File: config.mk
export PLATFORM = sky130hd
export DESIGN_NAME = irq_agg_ctrl
export DESIGN_NICKNAME = d
export VERILOG_FILES = /design/src/rtl/irq_agg_pkg.sv /design/src/rtl/irq_agg_bank.sv /design/src/rtl/irq_agg_regif.sv /design/src/rtl/irq_agg_ctrl.sv
export SDC_FILE = /design/constraint.sdc
export NUM_CORES = 1
export LEC_CHECK = 0
export BUFFER_PORTS_ARGS = -buffer_cell sky130_fd_sc_hd__buf_2
export CORE_UTILIZATION = 40
export CTS_BUF_LIST = sky130_fd_sc_hd__clkbuf_8
export CTS_CLUSTER_DIAMETER = 150
export CTS_CLUSTER_SIZE = 30
export DETAILED_ROUTE_END_ITERATION = 16
export HOLD_SLACK_MARGIN = 0.02
export PLACE_DENSITY = 0.62
export SLEW_MARGIN = 30
export SYNTH_ARGS = -nofsm -noshare
export SYNTH_HDL_FRONTEND = slang
export SYNTH_SLANG_ARGS = --single-unit
export TNS_END_PERCENT = 10
File: constraint.sdc
create_clock -name clk -period 5.27 [get_ports clk]
set_input_delay 0.2635 -clock clk [delete_from_list [all_inputs] [get_ports clk]]
set_output_delay 0.2635 -clock clk [all_outputs]
set_load 0.1 [all_outputs]
File: src/rtl/irq_agg_pkg.sv
package irq_agg_pkg;

   // Byte offsets of the registers inside one bank slot (16-byte stride)
   localparam int unsigned SLOT_LOG2 = 4;
   localparam logic [3:0] OFS_EVT  = 4'h0;
   localparam logic [3:0] OFS_MASK = 4'h4;
   localparam logic [3:0] OFS_ACK  = 4'h8;
   localparam logic [3:0] OFS_LVL  = 4'hC;

   typedef enum logic [2:0] {
      SEL_EVT,
      SEL_MASK,
      SEL_ACK,
      SEL_LVL,
      SEL_NONE
   } reg_sel_e;

   function automatic reg_sel_e decode_ofs(input logic [3:0] ofs);
      case (ofs)
         OFS_EVT:  return SEL_EVT;
         OFS_MASK: return SEL_MASK;
         OFS_ACK:  return SEL_ACK;
         OFS_LVL:  return SEL_LVL;
         default:  return SEL_NONE;
      endcase
   endfunction

endpackage

File: src/rtl/irq_agg_bank.sv
module irq_agg_bank #(
   parameter int unsigned W = 32,
   parameter logic [W-1:0] LT_INIT = '0
) (
   input  logic         clk,
   input  logic         rst_n,
   input  logic [W-1:0] in_lvl,
   input  logic         mask_we,
   input  logic         ack_we,
   input  logic [W-1:0] wdata,
   output logic [W-1:0] evt_o,
   output logic [W-1:0] mask_o,
   output logic [W-1:0] lvl_o,
   output logic [W-1:0] pend_o
);

   logic [W-1:0] evt_q, mask_q, lvl_q;
   logic [W-1:0] rise, edge_set, ack_clr, evt_d;

   always_comb begin
      rise     = in_lvl & ~lvl_q;
      edge_set = rise & ~LT_INIT;
      ack_clr  = ack_we ? (wdata & ~LT_INIT) : '0;
      evt_d    = (evt_q & ~ack_clr) | edge_set;
   end

   always_ff @(posedge clk) begin
      if (!rst_n) begin
         evt_q  <= '0;
         mask_q <= '0;
         lvl_q  <= '0;
      end else begin
         evt_q <= evt_d;
         lvl_q <= in_lvl;
         if (mask_we) mask_q <= wdata;
      end
   end

   assign evt_o  = evt_q;
   assign mask_o = mask_q;
   assign lvl_o  = lvl_q;
   assign pend_o = (evt_q | (lvl_q & LT_INIT)) & mask_q;

   assert_lt_no_event_R6: assert property (@(posedge clk) disable iff (!rst_n)
      (evt_q & LT_INIT) == '0);

   assert_event_holds_R4: assert property (@(posedge clk) disable iff (!rst_n)
      !ack_we |=> ((evt_q & $past(evt_q)) == $past(evt_q)));

   assert_ack_clears_R5: assert property (@(posedge clk) disable iff (!rst_n)
      (ack_we && ((rise & wdata) == '0)) |=> ((evt_q & $past(wdata)) == '0));

endmodule

File: src/rtl/irq_agg_regif.sv
module irq_agg_regif
   import irq_agg_pkg::*;
#(
   parameter int unsigned W         = 32,
   parameter int unsigned NUM_BANKS = 2,
   parameter int unsigned ADDR_W    = 12,
   parameter int unsigned BASE      = 'h10
) (
   input  logic                   clk,
   input  logic                   rst_n,
   input  logic                   bus_valid,
   input  logic                   bus_we,
   input  logic [ADDR_W-1:0]      bus_addr,
   input  logic [W-1:0]           evt_i,
   input  logic [NUM_BANKS*W-1:0] evt_all,
   input  logic [NUM_BANKS*W-1:0] mask_all,
   input  logic [NUM_BANKS*W-1:0] lvl_all,
   output logic [NUM_BANKS-1:0]   mask_we,
   output logic [NUM_BANKS-1:0]   ack_we,
   output logic [W-1:0]           rdata,
   output logic                   rvalid
);

   localparam int unsigned IDX_W = (NUM_BANKS > 1) ? $clog2(NUM_BANKS) : 1;

   logic [ADDR_W-1:0] idx_full;
   logic [IDX_W-1:0]  sel_bank;
   logic              hit;
   reg_sel_e          sel;
   logic [W-1:0]      rd_mux;
   logic [W-1:0]      rdata_q;
   logic              rvalid_q;

   always_comb begin
      idx_full = (bus_addr - ADDR_W'(BASE)) >> SLOT_LOG2;
      hit      = idx_full < ADDR_W'(NUM_BANKS);
      sel_bank = idx_full[IDX_W-1:0];
      sel      = decode_ofs(bus_addr[SLOT_LOG2-1:0]);
   end

   for (genvar b = 0; b < NUM_BANKS; b++) begin : g_we
      assign mask_we[b] = bus_valid && bus_we && hit
                          && (sel_bank == IDX_W'(b)) && (sel == SEL_MASK);
      assign ack_we[b]  = bus_valid && bus_we && hit
                          && (sel_bank == IDX_W'(b)) && (sel == SEL_ACK);
   end

   always_comb begin
      rd_mux = '0;
      if (hit) begin
         case (sel)
            SEL_EVT:  rd_mux = evt_all[sel_bank*W +: W];
            SEL_MASK: rd_mux = mask_all[sel_bank*W +: W];
            SEL_LVL:  rd_mux = lvl_all[sel_bank*W +: W];
            default:  rd_mux = '0;
         endcase
      end
   end

   always_ff @(posedge clk) begin
      if (!rst_n) begin
         rdata_q  <= '0;
         rvalid_q <= 1'b0;
      end else begin
         rvalid_q <= bus_valid && !bus_we;
         rdata_q  <= (bus_valid && !bus_we) ? rd_mux : '0;
      end
   end

   assign rdata  = rdata_q;
   assign rvalid = rvalid_q;

   assert_miss_reads_zero_R1: assert property (@(posedge clk) disable iff (!rst_n)
      (bus_valid && !bus_we && !hit) |=> (rdata == '0));

   assert_single_target_R2: assert property (@(posedge clk) disable iff (!rst_n)
      $onehot0({mask_we, ack_we}));

   // evt_i is the first bank's event vector, kept as a separate tap for the read check
   assert_evt_read_R2: assert property (@(posedge clk) disable iff (!rst_n)
      (bus_valid && !bus_we && hit && sel == SEL_EVT && sel_bank == '0)
      |=> (rdata == $past(evt_i)));

endmodule

File: src/rtl/irq_agg_ctrl.sv
module irq_agg_ctrl #(
   parameter int unsigned BANK_W    = 32,
   parameter int unsigned NUM_BANKS = 2,
   parameter int unsigned ADDR_W    = 12,
   parameter int unsigned BASE      = 'h10,
   parameter logic [NUM_BANKS*BANK_W-1:0] LT_RESET = {32'h1FF0_0000, 32'h0000_0000}
) (
   input  logic                          clk,
   input  logic                          rst_n,
   input  logic [NUM_BANKS*BANK_W-1:0]   irq_in,
   input  logic                          bus_valid,
   input  logic                          bus_we,
   input  logic [ADDR_W-1:0]             bus_addr,
   input  logic [BANK_W-1:0]             bus_wdata,
   output logic [BANK_W-1:0]             bus_rdata,
   output logic                          bus_rvalid,
   output logic                          cpu_irq
);

   localparam int unsigned NUM_IN = NUM_BANKS * BANK_W;

   if (BANK_W < 1 || BANK_W > 32) begin : g_chk_w
      $error("BANK_W must be 1..32");
   end
   if (NUM_BANKS < 1) begin : g_chk_n
      $error("NUM_BANKS must be at least 1");
   end
   if (ADDR_W < 6 || BASE + NUM_BANKS * 16 > (1 << ADDR_W)) begin : g_chk_a
      $error("register window does not fit ADDR_W");
   end

   logic [NUM_IN-1:0]    evt_all, mask_all, lvl_all, pend_all;
   logic [NUM_BANKS-1:0] mask_we, ack_we;
   logic                 cpu_irq_q;

   for (genvar b = 0; b < NUM_BANKS; b++) begin : g_bank
      // reverse placement: the highest group of lines feeds bank 0
      localparam int unsigned SRC = (NUM_BANKS - 1 - b) * BANK_W;
      irq_agg_bank #(
         .W       (BANK_W),
         .LT_INIT (LT_RESET[b*BANK_W +: BANK_W])
      ) u_bank (
         .clk     (clk),
         .rst_n   (rst_n),
         .in_lvl  (irq_in[SRC +: BANK_W]),
         .mask_we (mask_we[b]),
         .ack_we  (ack_we[b]),
         .wdata   (bus_wdata),
         .evt_o   (evt_all[b*BANK_W +: BANK_W]),
         .mask_o  (mask_all[b*BANK_W +: BANK_W]),
         .lvl_o   (lvl_all[b*BANK_W +: BANK_W]),
         .pend_o  (pend_all[b*BANK_W +: BANK_W])
      );
   end

   irq_agg_regif #(
      .W         (BANK_W),
      .NUM_BANKS (NUM_BANKS),
      .ADDR_W    (ADDR_W),
      .BASE      (BASE)
   ) u_regif (
      .clk       (clk),
      .rst_n     (rst_n),
      .bus_valid (bus_valid),
      .bus_we    (bus_we),
      .bus_addr  (bus_addr),
      .evt_i     (evt_all[BANK_W-1:0]),
      .evt_all   (evt_all),
      .mask_all  (mask_all),
      .lvl_all   (lvl_all),
      .mask_we   (mask_we),
      .ack_we    (ack_we),
      .rdata     (bus_rdata),
      .rvalid    (bus_rvalid)
   );

   always_ff @(posedge clk) begin
      if (!rst_n) cpu_irq_q <= 1'b0;
      else        cpu_irq_q <= |pend_all;
   end

   assign cpu_irq = cpu_irq_q;

   assert_irq_needs_mask_R7: assert property (@(posedge clk) disable iff (!rst_n)
      cpu_irq |-> ($past(mask_all) != '0));

endmodule

==> impl_results.md <==
- CP Launch Type: primary input
- Synth Area in Compound Gates: between 10% and 20%
- Drt drc: 0
- Maximum clock rate: slightly below 0.4 GHz
- DP HPWL: ~18000 um
- Pwr Total: ~2.8 mW
- Post-synthesis cell count: approximately 1.1k
- Met2 usage: between 30 and 40%
- Crit end category: flip-flop
- Pwr Density: between 200 and 250 mW/mm^2
- Layout cells sized above 1: around 15%
- RR Endpoint: cpu_irq$_SDFF_PN0_
- Slowest-stage cell, CP: buf_4
- Post-CTS sizing: 0
- CP peak stage delay: around 0.59 ns
- Leakage power: around 4.5 nW
- Sw frac: roughly a quarter
- P_int: between 2 and 2.5 mW
- CP endpoint: g_bank[0].u_bank.mask_o[26]$_SDFFE_PN0P_
- Die area: between 0.02 and 0.025 mm^2
- RSZ-0062 raised after global routing: no
- Critical path data required time: approximately 5.7 ns
- Setup violators final: 0
- Post-Route Utilization: between 40 and 50%
- Io pins: 146
- Unique masters post-synth: between 40 and 50
- Max-cap violations: 0
- Worst Tran Pin Value: between 0.9 and 1 ns
- Setup slack, reg-to-reg: about 3.5 ns
- Worst min path class: in -> reg
- CP top delay family: buffers and inverters
- Setup bufs post-CTS: 0
- Post-synth EDFFs: 0
- Initial core utilization: about two fifths
- Diode count: 0
- Synth Flop Type: dfxtp_1
- Die W: approximately 160 um
- Tcrit/Tclk final: roughly 48%
- Largest net degree at the start of global routing: 96
- R2R cell count: 5
- Setup TNS: 0 ns
- Clock root buffer: clkbuf_8
- Area after DPL: 0.0105 mm^2
- Post-synth net total: 1167
- Final Slew Violations: 0
- Reg2reg start: g_bank[0].u_bank.evt_o[20]$_SDFF_PN0_
- Slew margin rel.: between 30% and 40%
- Sequential share of power: 61.6%
- Final clock skew: 0.0439 ns
- Detailed Route WL: roughly 28000 um
- First-pass iteration count of the detailed router: 4
- Antenna Nets Post-Route: 0
- Met1 Use GR: 31.4%
- Clock Latency Late Sink: between 0.5 and 0.6 ns
- Synth Area in Simple Gates: 23.0%
- Routed WL per cell: approximately 18 um
- Die Ht: between 150 and 200 um
- First-pass GRT wire length: around 43000 um
- GR met3 Demand/Resource: approximately 3%
- Crit path launch: bus_addr[4]
- Final Wtd Congestion: around 0.82
- WP buf/inv: 3
- Synthesized area: roughly 0.0096 mm^2
- Post-Layout Cell Count: 1572
- Vias in the first global route: approximately 7.6k
- Synth Area in XOR/XNOR: 0%
- Clock network fraction of design power: 25.5%
- Mux contribution to synthesized area: 9.76%
- Outcome: complete, no violations
- Hold-fix buffers at CTS: 97
- Peak VDD IR: about 0.15 mV
- Grt ovf: 0
- NetSw: 749 uW
- Synthesis Warnings: 0
- WP data arrival: approximately 3.0 ns
- Core ar.: 0.0235 mm^2
- Largest family of logic cells by synthesized area: simple AND/OR/NAND/NOR gates
- Syn-to-layout area delta: 21.9%
- CTS sink cnt: between 200 and 250
- I/O Buffers: 145
- Async S/R FF share, synth: 0%
- Clock buffer depth: 3
- DRT iter0 DRCs: 620
- Worst-path clk slew: around 0.17 ns
- WS Path Type: in -> reg
- Final instance area: about 0.012 mm^2
- CP Cell Sequence: buf_2 > inv_1 > ha_1 > nor4b_2 > nand4_2 > a2111oi_4 > buf_4 > mux2i_1 > nor2b_1
- Combinational power share: between 10% and 20%
- Top Usage Layer GRT: met2
- Total track usage: 22.7%
- DP Cell Count: 1463
- Final hold viol count: 0
- Crit path depth: 9
- Via count: 8275
- CP max FO: 32
- Synth Area in Adders: less than 1%
- Sequential-to-total area share from yosys stat: approximately 45%
- CTS tree: built
- Synth Area per Inst: approximately 9.1 um^2
- Fin crit period: roughly 2.5 ns
- H-tree depth: 1
- Inserted Clock Buffers: 11
- Initial antenna violation count: 0
- Nets: between 1k and 1.5k
- Vias per Instance: 5.26
- # rows: 56
- Seq cells post-synth: 217
worst reg2reg max path, stage by stage (launching register included):
cell	delay, ns
dfxtp_1	0.36
a22o_1	0.23
a221oi_1	0.55
nand4_1	0.15
nor3_1	0.15
a21boi_0	0.17
cells in the mapped netlist, types with 9 or more instances:
cell type,instances,area (um^2)
a211oi_1,17,128
a21boi_0,16,120
a21boi_1,17,128
a21o_1,9,67.6
a21oi_1,86,430
a221oi_1,9,78.8
a22o_1,9,78.8
a22oi_1,23,173
and2_1,65,407
buf_2,11,55.1
clkbuf_1,46,173
dfxtp_1,217,4340
mux2i_1,73,731
mux4_2,9,203
nand2_1,87,327
nor2_1,53,199
nor2b_1,143,895
nor3_1,20,100
o21ai_0,77,385
power groups by stage:
stage	sequential, mW	clock (mW)	combinational, mW
after global placement	1.79	0	0.306
after floorplan	1.77	0	0.207
after global routing	1.76	0.802	0.406
after detailed placement	1.79	0	0.311
after CTS	1.75	0.745	0.368
final	1.75	0.727	0.368
flip-flops by register name, indices dropped and copies added, names as in the netlist:
signal,flops
g_bank.u_bank.mask_o,64
cpu_irq,1
u_regif.rdata,32
g_bank.u_bank.evt_o,55
g_bank.u_bank.lvl_o,64
u_regif.rvalid,1
layout make-up:
cell class              count  area [um^2]
fillers                  2222        11800
multi-input cells         765         4930
flip-flops and latches    217         4340
repair buffers            253         1780
well taps                 319          399
clock buffers              11          151
clock inverters             1         30.0
inverters                   6         22.5
logic make-up (layout without fill, tap and decap cells):
family | count (synthesis) | in the layout
multiplexers | 82 | 82
adder cells (fa/ha/maj) | 1 | 1
AND/OR/NAND/NOR | 403 | 403
AO/OA/AOI/OAI | 279 | 279
flip-flops | 217 | 217
buffers and inverters | 72 | 271
per-stage QoR:
step / hold WS [ns] / setup WS, ns
6_report: 0.0518 / 2.76
5_1_grt: 0.0601 / 2.58
4_1_cts: 0.0399 / 2.77
3_3_place_gp: 0.452 / 2.27
2_1_floorplan: 0.385 / 2.66
3_5_place_dp: 0.464 / 2.20
routing by layer:
| metal | vias up | routed length, um |
|---|---|---|
| li1 | 4050 | - |
| met1 | 3998 | 13400 |
| met2 | 200 | 13000 |
| met3 | 27 | 1320 |
| met4 | 0 | 428 |
| met5 | - | 0 |
worst min path at each step:
stage / from / end / slack [ns] / cells past startpoint
floorplan: irq_in[32] / g_bank[0].u_bank.lvl_o[0]$_SDFF_PN0_ / 0.39 / 1
global placement: g_bank[1].u_bank.mask_o[14]$_SDFFE_PN0P_ / g_bank[1].u_bank.mask_o[14]$_SDFFE_PN0P_ / 0.45 / 2
detailed placement: g_bank[1].u_bank.mask_o[10]$_SDFFE_PN0P_ / g_bank[1].u_bank.mask_o[10]$_SDFFE_PN0P_ / 0.46 / 2
CTS: bus_wdata[9] / g_bank[0].u_bank.mask_o[9]$_SDFFE_PN0P_ / 0.04 / 3
global route: bus_wdata[9] / g_bank[1].u_bank.mask_o[9]$_SDFFE_PN0P_ / 0.06 / 3
finish: bus_wdata[9] / g_bank[1].u_bank.mask_o[9]$_SDFFE_PN0P_ / 0.05 / 3
cells in the final DEF, fill, tap and decap left out, types with 17 or more instances in the layout:
cell type	n
dfxtp_1	217
buf_2	144
nor2b_1	143
dlygate4sd3_1	97
nand2_1	87
a21oi_1	86
o21ai_0	77
mux2i_1	73
and2_1	65
nor2_1	53
a22oi_1	23
nor3_1	20
a21boi_1	17
a211oi_1	17
Power figures use the tool's default switching activity.
